--- src/rtl/pdcch_map_pkg.sv ---
package pdcch_map_pkg;
  localparam int REGS_PER_CCE = 6;
  localparam int SC_PER_RB    = 12;
  localparam int REF_PER_RB   = 3;
endpackage

--- src/rtl/pdcch_amp_scale.sv ---
module pdcch_amp_scale #(
  parameter int DW = 16
) (
  input  logic [DW-1:0]        amp_i,
  input  logic signed [DW-1:0] smp_i,
  output logic signed [DW-1:0] res_o
);
  localparam int PW = 2 * DW + 1;
  localparam int SH = DW - 1;

  logic signed [PW-1:0] prod;
  assign prod  = PW'($signed({1'b0, amp_i})) * PW'(smp_i);
  assign res_o = DW'(prod >>> SH);
endmodule

--- src/rtl/pdcch_re_walker.sv ---
module pdcch_re_walker
  import pdcch_map_pkg::*;
#(
  parameter int SC_W    = 13,
  parameter int SYM_W   = 4,
  parameter int AGG_W   = 5,
  parameter int MAX_AGG = 16,
  parameter int OIDX_W  = 6,
  parameter int RBO_W   = 9,
  parameter int REF_W   = 12
) (
  input  logic                      clk_i,
  input  logic                      rst_ni,
  input  logic                      launch_i,
  input  logic [SC_W-1:0]           fft_i,
  input  logic [SYM_W-1:0]          ssym_i,
  input  logic [SC_W-1:0]           ssc_i,
  input  logic [1:0]                dur_i,
  input  logic [AGG_W-1:0]          agg_i,
  input  logic                      ded_i,
  input  logic [RBO_W-1:0]          rbo_i,
  input  logic [MAX_AGG*OIDX_W-1:0] order_i,
  input  logic                      step_i,
  output logic                      busy_o,
  output logic                      is_ref_o,
  output logic                      last_o,
  output logic [SYM_W-1:0]          sym_o,
  output logic [SC_W-1:0]           sc_o,
  output logic [REF_W-1:0]          ref_addr_o
);
  localparam int CNT_W  = $clog2(MAX_AGG);
  localparam int GRP_W  = OIDX_W + 3;
  localparam int WIDE_W = SC_W + 2;
  localparam int SUM_W  = AGG_W + 1;

  logic              busy_q, ded_q;
  logic [SC_W-1:0]   fft_q, ssc_q;
  logic [SYM_W-1:0]  ssym_q;
  logic [1:0]        dur_q, sym_q;
  logic [AGG_W-1:0]  agg_q, cnt_q;
  logic [RBO_W-1:0]  rbo_q;
  logic [2:0]        reg_q;
  logic [3:0]        m_q;
  logic [OIDX_W-1:0] ord_q [MAX_AGG];

  wire take = launch_i && !busy_q;

  for (genvar g = 0; g < MAX_AGG; g++) begin : g_ord
    always_ff @(posedge clk_i or negedge rst_ni) begin
      if (!rst_ni)   ord_q[g] <= '0;
      else if (take) ord_q[g] <= order_i[g*OIDX_W +: OIDX_W];
    end
  end

  logic [OIDX_W-1:0] cur_ord;
  logic [GRP_W-1:0]  grp;
  logic [WIDE_W-1:0] base_raw, base, sc_raw, sc_w;
  logic [RBO_W-1:0]  off;
  logic [SUM_W-1:0]  cnt_nxt;
  logic              m_end, reg_end, cce_end, sym_end;

  always_comb begin
    cur_ord  = ord_q[cnt_q[CNT_W-1:0]];
    grp      = GRP_W'(cur_ord) * GRP_W'(REGS_PER_CCE) + GRP_W'(reg_q);
    base_raw = WIDE_W'(ssc_q) + WIDE_W'(grp) * WIDE_W'(SC_PER_RB);
    base     = (base_raw >= WIDE_W'(fft_q)) ? base_raw - WIDE_W'(fft_q) : base_raw;
    sc_raw   = base + WIDE_W'(m_q);
    sc_w     = (sc_raw >= WIDE_W'(fft_q)) ? sc_raw - WIDE_W'(fft_q) : sc_raw;
    off      = ded_q ? '0 : rbo_q;
    cnt_nxt  = SUM_W'(cnt_q) + SUM_W'(dur_q);
    m_end    = (m_q == 4'd11);
    reg_end  = (reg_q == 3'd5);
    cce_end  = (cnt_nxt >= SUM_W'(agg_q));
    sym_end  = (sym_q == dur_q - 2'd1);
  end

  assign busy_o     = busy_q;
  assign is_ref_o   = (m_q[1:0] == 2'd1);
  assign last_o     = busy_q && m_end && reg_end && cce_end && sym_end;
  assign sym_o      = ssym_q + SYM_W'(sym_q);
  assign sc_o       = SC_W'(sc_w);
  assign ref_addr_o = REF_W'((REF_W'(grp) + REF_W'(off)) * REF_W'(REF_PER_RB) + REF_W'(m_q[3:2]));

  always_ff @(posedge clk_i or negedge rst_ni) begin
    if (!rst_ni) begin
      busy_q <= 1'b0; ded_q <= 1'b0; fft_q <= '0; ssc_q <= '0; ssym_q <= '0;
      dur_q <= 2'd1; agg_q <= '0; rbo_q <= '0;
      sym_q <= '0; cnt_q <= '0; reg_q <= '0; m_q <= '0;
    end else if (take) begin
      busy_q <= 1'b1; ded_q <= ded_i; fft_q <= fft_i; ssc_q <= ssc_i; ssym_q <= ssym_i;
      dur_q <= dur_i; agg_q <= agg_i; rbo_q <= rbo_i;
      sym_q <= '0; cnt_q <= '0; reg_q <= '0; m_q <= '0;
    end else if (busy_q && step_i) begin
      if (!m_end) m_q <= m_q + 4'd1;
      else begin
        m_q <= '0;
        if (!reg_end) reg_q <= reg_q + 3'd1;
        else begin
          reg_q <= '0;
          if (!cce_end) cnt_q <= AGG_W'(cnt_nxt);
          else begin
            cnt_q <= '0;
            if (sym_end) busy_q <= 1'b0;
            else         sym_q  <= sym_q + 2'd1;
          end
        end
      end
    end
  end

  // subcarrier never leaves the grid
  p_sc_in_grid_r4: assert property (@(posedge clk_i) disable iff (!rst_ni)
    busy_q |-> (sc_o < fft_q));
  // symbol address holds or moves up by one
  p_sym_step_r3: assert property (@(posedge clk_i) disable iff (!rst_ni)
    (busy_q && step_i && !last_o) |=> (sym_o == $past(sym_o)) || (sym_o == $past(sym_o) + SYM_W'(1)));
  // latched configuration survives a start during a walk
  p_cfg_hold_r9: assert property (@(posedge clk_i) disable iff (!rst_ni)
    (busy_q && launch_i) |=> $stable(fft_q) && $stable(agg_q) && $stable(ssc_q) && $stable(dur_q));
endmodule

--- src/rtl/pdcch_re_mapper.sv ---
module pdcch_re_mapper #(
  parameter int SC_W    = 13,
  parameter int SYM_W   = 4,
  parameter int AGG_W   = 5,
  parameter int MAX_AGG = 16,
  parameter int OIDX_W  = 6,
  parameter int RBO_W   = 9,
  parameter int REF_W   = 12,
  parameter int DW      = 16
) (
  input  logic                      clk_i,
  input  logic                      rst_ni,
  input  logic                      start_i,
  input  logic [SC_W-1:0]           fft_size_i,
  input  logic [SYM_W-1:0]          first_sym_i,
  input  logic [SC_W-1:0]           first_sc_i,
  input  logic [1:0]                dur_i,
  input  logic [AGG_W-1:0]          agg_i,
  input  logic                      dedicated_i,
  input  logic [RBO_W-1:0]          rb_off_i,
  input  logic [MAX_AGG*OIDX_W-1:0] cce_order_i,
  input  logic [DW-1:0]             amp_i,
  input  logic                      pay_valid_i,
  output logic                      pay_ready_o,
  input  logic [DW-1:0]             pay_re_i,
  input  logic [DW-1:0]             pay_im_i,
  output logic                      ref_req_o,
  output logic [REF_W-1:0]          ref_addr_o,
  input  logic                      ref_valid_i,
  input  logic [DW-1:0]             ref_re_i,
  input  logic [DW-1:0]             ref_im_i,
  output logic                      el_valid_o,
  output logic [SYM_W-1:0]          el_sym_o,
  output logic [SC_W-1:0]           el_sc_o,
  output logic [DW-1:0]             el_re_o,
  output logic [DW-1:0]             el_im_o,
  output logic                      done_o
);
  logic             busy, is_ref, last, step;
  logic [SYM_W-1:0] sym;
  logic [SC_W-1:0]  sc;

  pdcch_re_walker #(
    .SC_W(SC_W), .SYM_W(SYM_W), .AGG_W(AGG_W), .MAX_AGG(MAX_AGG),
    .OIDX_W(OIDX_W), .RBO_W(RBO_W), .REF_W(REF_W)
  ) u_walk (
    .clk_i(clk_i), .rst_ni(rst_ni), .launch_i(start_i),
    .fft_i(fft_size_i), .ssym_i(first_sym_i), .ssc_i(first_sc_i),
    .dur_i(dur_i), .agg_i(agg_i), .ded_i(dedicated_i), .rbo_i(rb_off_i),
    .order_i(cce_order_i), .step_i(step),
    .busy_o(busy), .is_ref_o(is_ref), .last_o(last),
    .sym_o(sym), .sc_o(sc), .ref_addr_o(ref_addr_o)
  );

  assign pay_ready_o = busy && !is_ref;
  assign ref_req_o   = busy && is_ref;
  assign step        = busy && (is_ref ? ref_valid_i : pay_valid_i);

  logic signed [DW-1:0] smp [2];
  logic signed [DW-1:0] scl [2];
  assign smp[0] = is_ref ? ref_re_i : pay_re_i;
  assign smp[1] = is_ref ? ref_im_i : pay_im_i;

  for (genvar l = 0; l < 2; l++) begin : g_lane
    pdcch_amp_scale #(.DW(DW)) u_scl (.amp_i(amp_i), .smp_i(smp[l]), .res_o(scl[l]));
  end

  always_ff @(posedge clk_i or negedge rst_ni) begin
    if (!rst_ni) begin
      el_valid_o <= 1'b0; done_o <= 1'b0;
      el_sym_o <= '0; el_sc_o <= '0; el_re_o <= '0; el_im_o <= '0;
    end else begin
      el_valid_o <= step;
      done_o     <= step && last;
      if (step) begin
        el_sym_o <= sym;
        el_sc_o  <= sc;
        el_re_o  <= scl[0];
        el_im_o  <= scl[1];
      end
    end
  end

  // done only accompanies a write
  p_done_with_el_r8: assert property (@(posedge clk_i) disable iff (!rst_ni)
    done_o |-> el_valid_o);
  // a starved request yields no write
  p_no_write_on_stall_r7: assert property (@(posedge clk_i) disable iff (!rst_ni)
    ((ref_req_o && !ref_valid_i) || (pay_ready_o && !pay_valid_i)) |=> !el_valid_o);
  // reference and payload are never requested together
  p_one_source_r2: assert property (@(posedge clk_i) disable iff (!rst_ni)
    $onehot0({pay_ready_o, ref_req_o}));
endmodule

--- config.mk ---
export PLATFORM = sky130hd
export DESIGN_NAME = pdcch_re_mapper
export DESIGN_NICKNAME = d
export VERILOG_FILES = /design/src/rtl/pdcch_map_pkg.sv /design/src/rtl/pdcch_amp_scale.sv /design/src/rtl/pdcch_re_walker.sv /design/src/rtl/pdcch_re_mapper.sv
export SDC_FILE = /design/constraint.sdc
export NUM_CORES = 2
export LEC_CHECK = 0
export BUFFER_PORTS_ARGS = -buffer_cell sky130_fd_sc_hd__buf_2
export CAP_MARGIN = 20
export CORE_MARGIN = 3
export CORE_UTILIZATION = 55
export DETAILED_ROUTE_END_ITERATION = 16
export GPL_ROUTABILITY_DRIVEN = 0
export PLACE_DENSITY = 0.75
export RECOVER_POWER = 50
export SYNTH_ARGS = -nofsm -noshare
export SYNTH_HDL_FRONTEND = slang
export SYNTH_HIERARCHICAL = 1
export SYNTH_SLANG_ARGS = --single-unit
--- constraint.sdc ---
create_clock -name clk_i -period 13.21 [get_ports clk_i]
set_input_delay 1.9815 -clock clk_i [delete_from_list [all_inputs] [get_ports clk_i]]
set_output_delay 1.9815 -clock clk_i [all_outputs]
set_load 0.05 [all_outputs]
==> flow_summary.ini <==
[run_status]
status = complete, but fails checks
violations = max-capacitance violations, max-slew violations

[synth]
synth_top_area_cell = fa_1
synthTopCellsByCount = inv_1, fa_1, nand2_1
seq_area_frac_synth_pct = 17.2
yosys.area.top_type_share_pct = 26.2
synth_seq_cells = 209
synth_cell_types = 104
yosysWarningCount = 6
syn_inst = 3088
synth_edf_count = 0
synthArstFlopShare_pct = 100
avgSynthCellArea_um2 = 9.86
synth_fp_nets = 4026
synthFlopType = dfrtp_1
synth_area_um2 = 30500
synth_area_leaders = fa_1, dfrtp_1, ha_1
synth.most_common_cell = inv_1

[clock_network]
cts_buffers = 25
root_buffer = clkbuf_16
cts_hold_buf = 0
cts_max_level = 1
worstSkewPairLatency_ns = 0.55
post_cts_buffers = 0
cts_tree = done
post_cts_resized = 0
cts_buffer_depth = 3
cts.sinks = 209
clkTransAtPathRegs_ns = 0.06

[sta]
slew_headroom_pct = -231
rsz0062_at_grt = no
fin_skew_ns = 0.0232
fin_hold_ws_ns = 0.503
finalCritPeriodShare_pct = 92.6
finalHoldViolCount = 0
worstMarginPinSlew_ns = 4.97
fmax_mhz = 81.7
setup_tns_ns = 0
setup_viol = 0
setup_ws_ns = 0.972
drv_slew = 313
fin_crit_ns = 12.24

[floorplanning]
die_w_um = 241
fp.dieH_um = 241
pin_count = 293
core_area_um2 = 54300
dieArea_um2 = 58200
fp-row-count = 85
start_util_pct = 56.0

[cells_and_area]
syn2layout_area_growth_pct = 8.75
final_nets = 4244
fin_cells = 4066
drive_gt1_share_pct = 17.3

[global_route]
antenna_found_initial = 4
grt.total_usage_pct = 26.3
grt_overflow = 0
grt_start_max_net_pins = 93
grt_pass1_vias = 23300
grt_pass1_wl_um = 123000

[min_path]
worst_hold_path_type = reg2reg

[setup_path]
required_ns = 13.62
cpPeakStageDelay_ns = 0.70
cp-end-kind = flip-flop
crit_slowest_cell = dfrtp_1
start_kind = flip-flop
criticalPathCategory = reg2reg
worstPathArrival_ns = 12.65
crit_fanout = 18

[detailed_routing]
firstDrtPassIters = 5
drcViolationCount = 0
drtAntennaViolNets = 0
routedWlPerCell_um = 18.2
dr_total_vias = 22400
drt_iter0_markers = 1228
wirelength_um = 74200
via_per_inst = 5.52

[placed_design]
dpl.hpwl_um = 57500
dp.cells = 4018
io_buffers = 292
post-place-ws_ns = 1.10

[run]
cap_violations = 5
-- per-layer routing --
| metal | up-vias | GRT usage [%] | routed length [um] |
|---|---|---|---|
| li1 | 10400 | - | - |
| met1 | 11200 | 34.8 | 30900 |
| met2 | 731 | 45.8 | 36500 |
| met3 | 124 | 4.44 | 5140 |
| met4 | 4 | 5.69 | 1640 |
| met5 | - | 0 | 27 |
-- worst max-delay path, delay by kind of cell, from the launching register on --
kind | cells | cell delay, ns
flops | 1 | 0.70
simple gates | 14 | 3.36
xor+xnor | 5 | 1.26
buf+inv | 2 | 0.58
mux | 4 | 1.90
fa+ha+maj | 6 | 1.94
compound gates | 11 | 2.38
-- sequential cells by signal, summed over array words and instances (netlist names) --
name           count
u_walk/m_q         4
u_walk/busy_o      1
el_sc_o           13
u_walk/ded_q       1
u_walk/rbo_q       9
u_walk/reg_q       3
el_sym_o           4
el_im_o           16
u_walk/ssc_q      13
u_walk/cnt_q       5
u_walk/sym_q       2
u_walk/ord_q      96
u_walk/dur_q       2
el_valid_o         1
done_o             1
u_walk/ssym_q      4
u_walk/fft_q      13
u_walk/agg_q       5
el_re_o           16
-- final timing paths --
check / slack [ns] / depth (start not counted) / end / startpoint
min reg2reg: 0.50 / 1 / u_walk/ord_q[24]$_DFFE_PN0P_ / u_walk/ord_q[24]$_DFFE_PN0P_
max reg2reg: 0.97 / 42 / el_sc_o[2]$_DFFE_PN0P_ / u_walk/cnt_q[0]$_DFFE_PN0P_
min in group asynchronous: 3.16 / 1 / el_im_o[0]$_DFFE_PN0P_ / rst_ni
max: 0.97 / 42 / el_sc_o[2]$_DFFE_PN0P_ / u_walk/cnt_q[0]$_DFFE_PN0P_
max in group asynchronous: 4.92 / 3 / el_re_o[0]$_DFFE_PN0P_ / rst_ni
min: 0.50 / 1 / u_walk/ord_q[24]$_DFFE_PN0P_ / u_walk/ord_q[24]$_DFFE_PN0P_
-- through the flow --
| step | area [um^2] | utilization, % |
|---|---|---|
| after floorplan | 30500 | - |
| after global placement | 32400 | 59.6 |
| after detailed placement | 32400 | 59.6 |
| after CTS | 33200 | 61.2 |
| after global routing | 33100 | 60.9 |
| final | 33100 | 60.9 |
-- cell usage in the layout, fill, tap and decap left out, types with 14 or more instances in the layout --
master / synthesis / layout
a21o_1: 43 / 43
a21oi_1: 103 / 103
and2_1: 212 / 212
buf_2: 6 / 239
clkbuf_1: 91 / 59
clkbuf_16: 0 / 25
dfrtp_1: 208 / 208
fa_1: 398 / 398
ha_1: 312 / 312
inv_1: 522 / 522
mux2_2: 157 / 157
mux2_4: 59 / 56
mux4_2: 30 / 30
nand2_1: 347 / 348
nand2b_1: 33 / 33
nand3_1: 24 / 24
nand4_1: 14 / 14
nor2_1: 83 / 83
nor2b_1: 20 / 20
nor3_1: 28 / 28
o21ai_0: 59 / 59
o21bai_1: 19 / 19
xnor2_1: 84 / 84
xor2_1: 40 / 40
-- cell type report --
class	count	area, um^2
fill	4619	21200
timing repair buffer	301	1460
clock buffer	33	696
sequential	209	5230
antenna	2	5.00
clock inverter	13	144
inverter	525	1970
multi-input combinational	2244	22700
tap	739	925
-- cells by family (layout without fill, tap and decap cells) --
| kind of cell | count (synthesis) | count (layout) | share of synthesized area [%] |
|---|---|---|---|
| AND/OR/NAND/NOR | 819 | 819 | 13.5 |
| XOR/XNOR | 125 | 125 | 3.62 |
| buffers and inverters | 635 | 872 | 8.22 |
| other | 0 | 2 | 0 |
| multiplexers | 254 | 254 | 11.2 |
| adder cells (fa/ha/maj) | 712 | 712 | 39.1 |
| AO/OA/AOI/OAI | 334 | 334 | 7.23 |
| flip-flops | 209 | 209 | 17.2 |
Power is not shown: default switching activity piles up to over one toggle a cycle in this logic, so the estimate is an artifact.
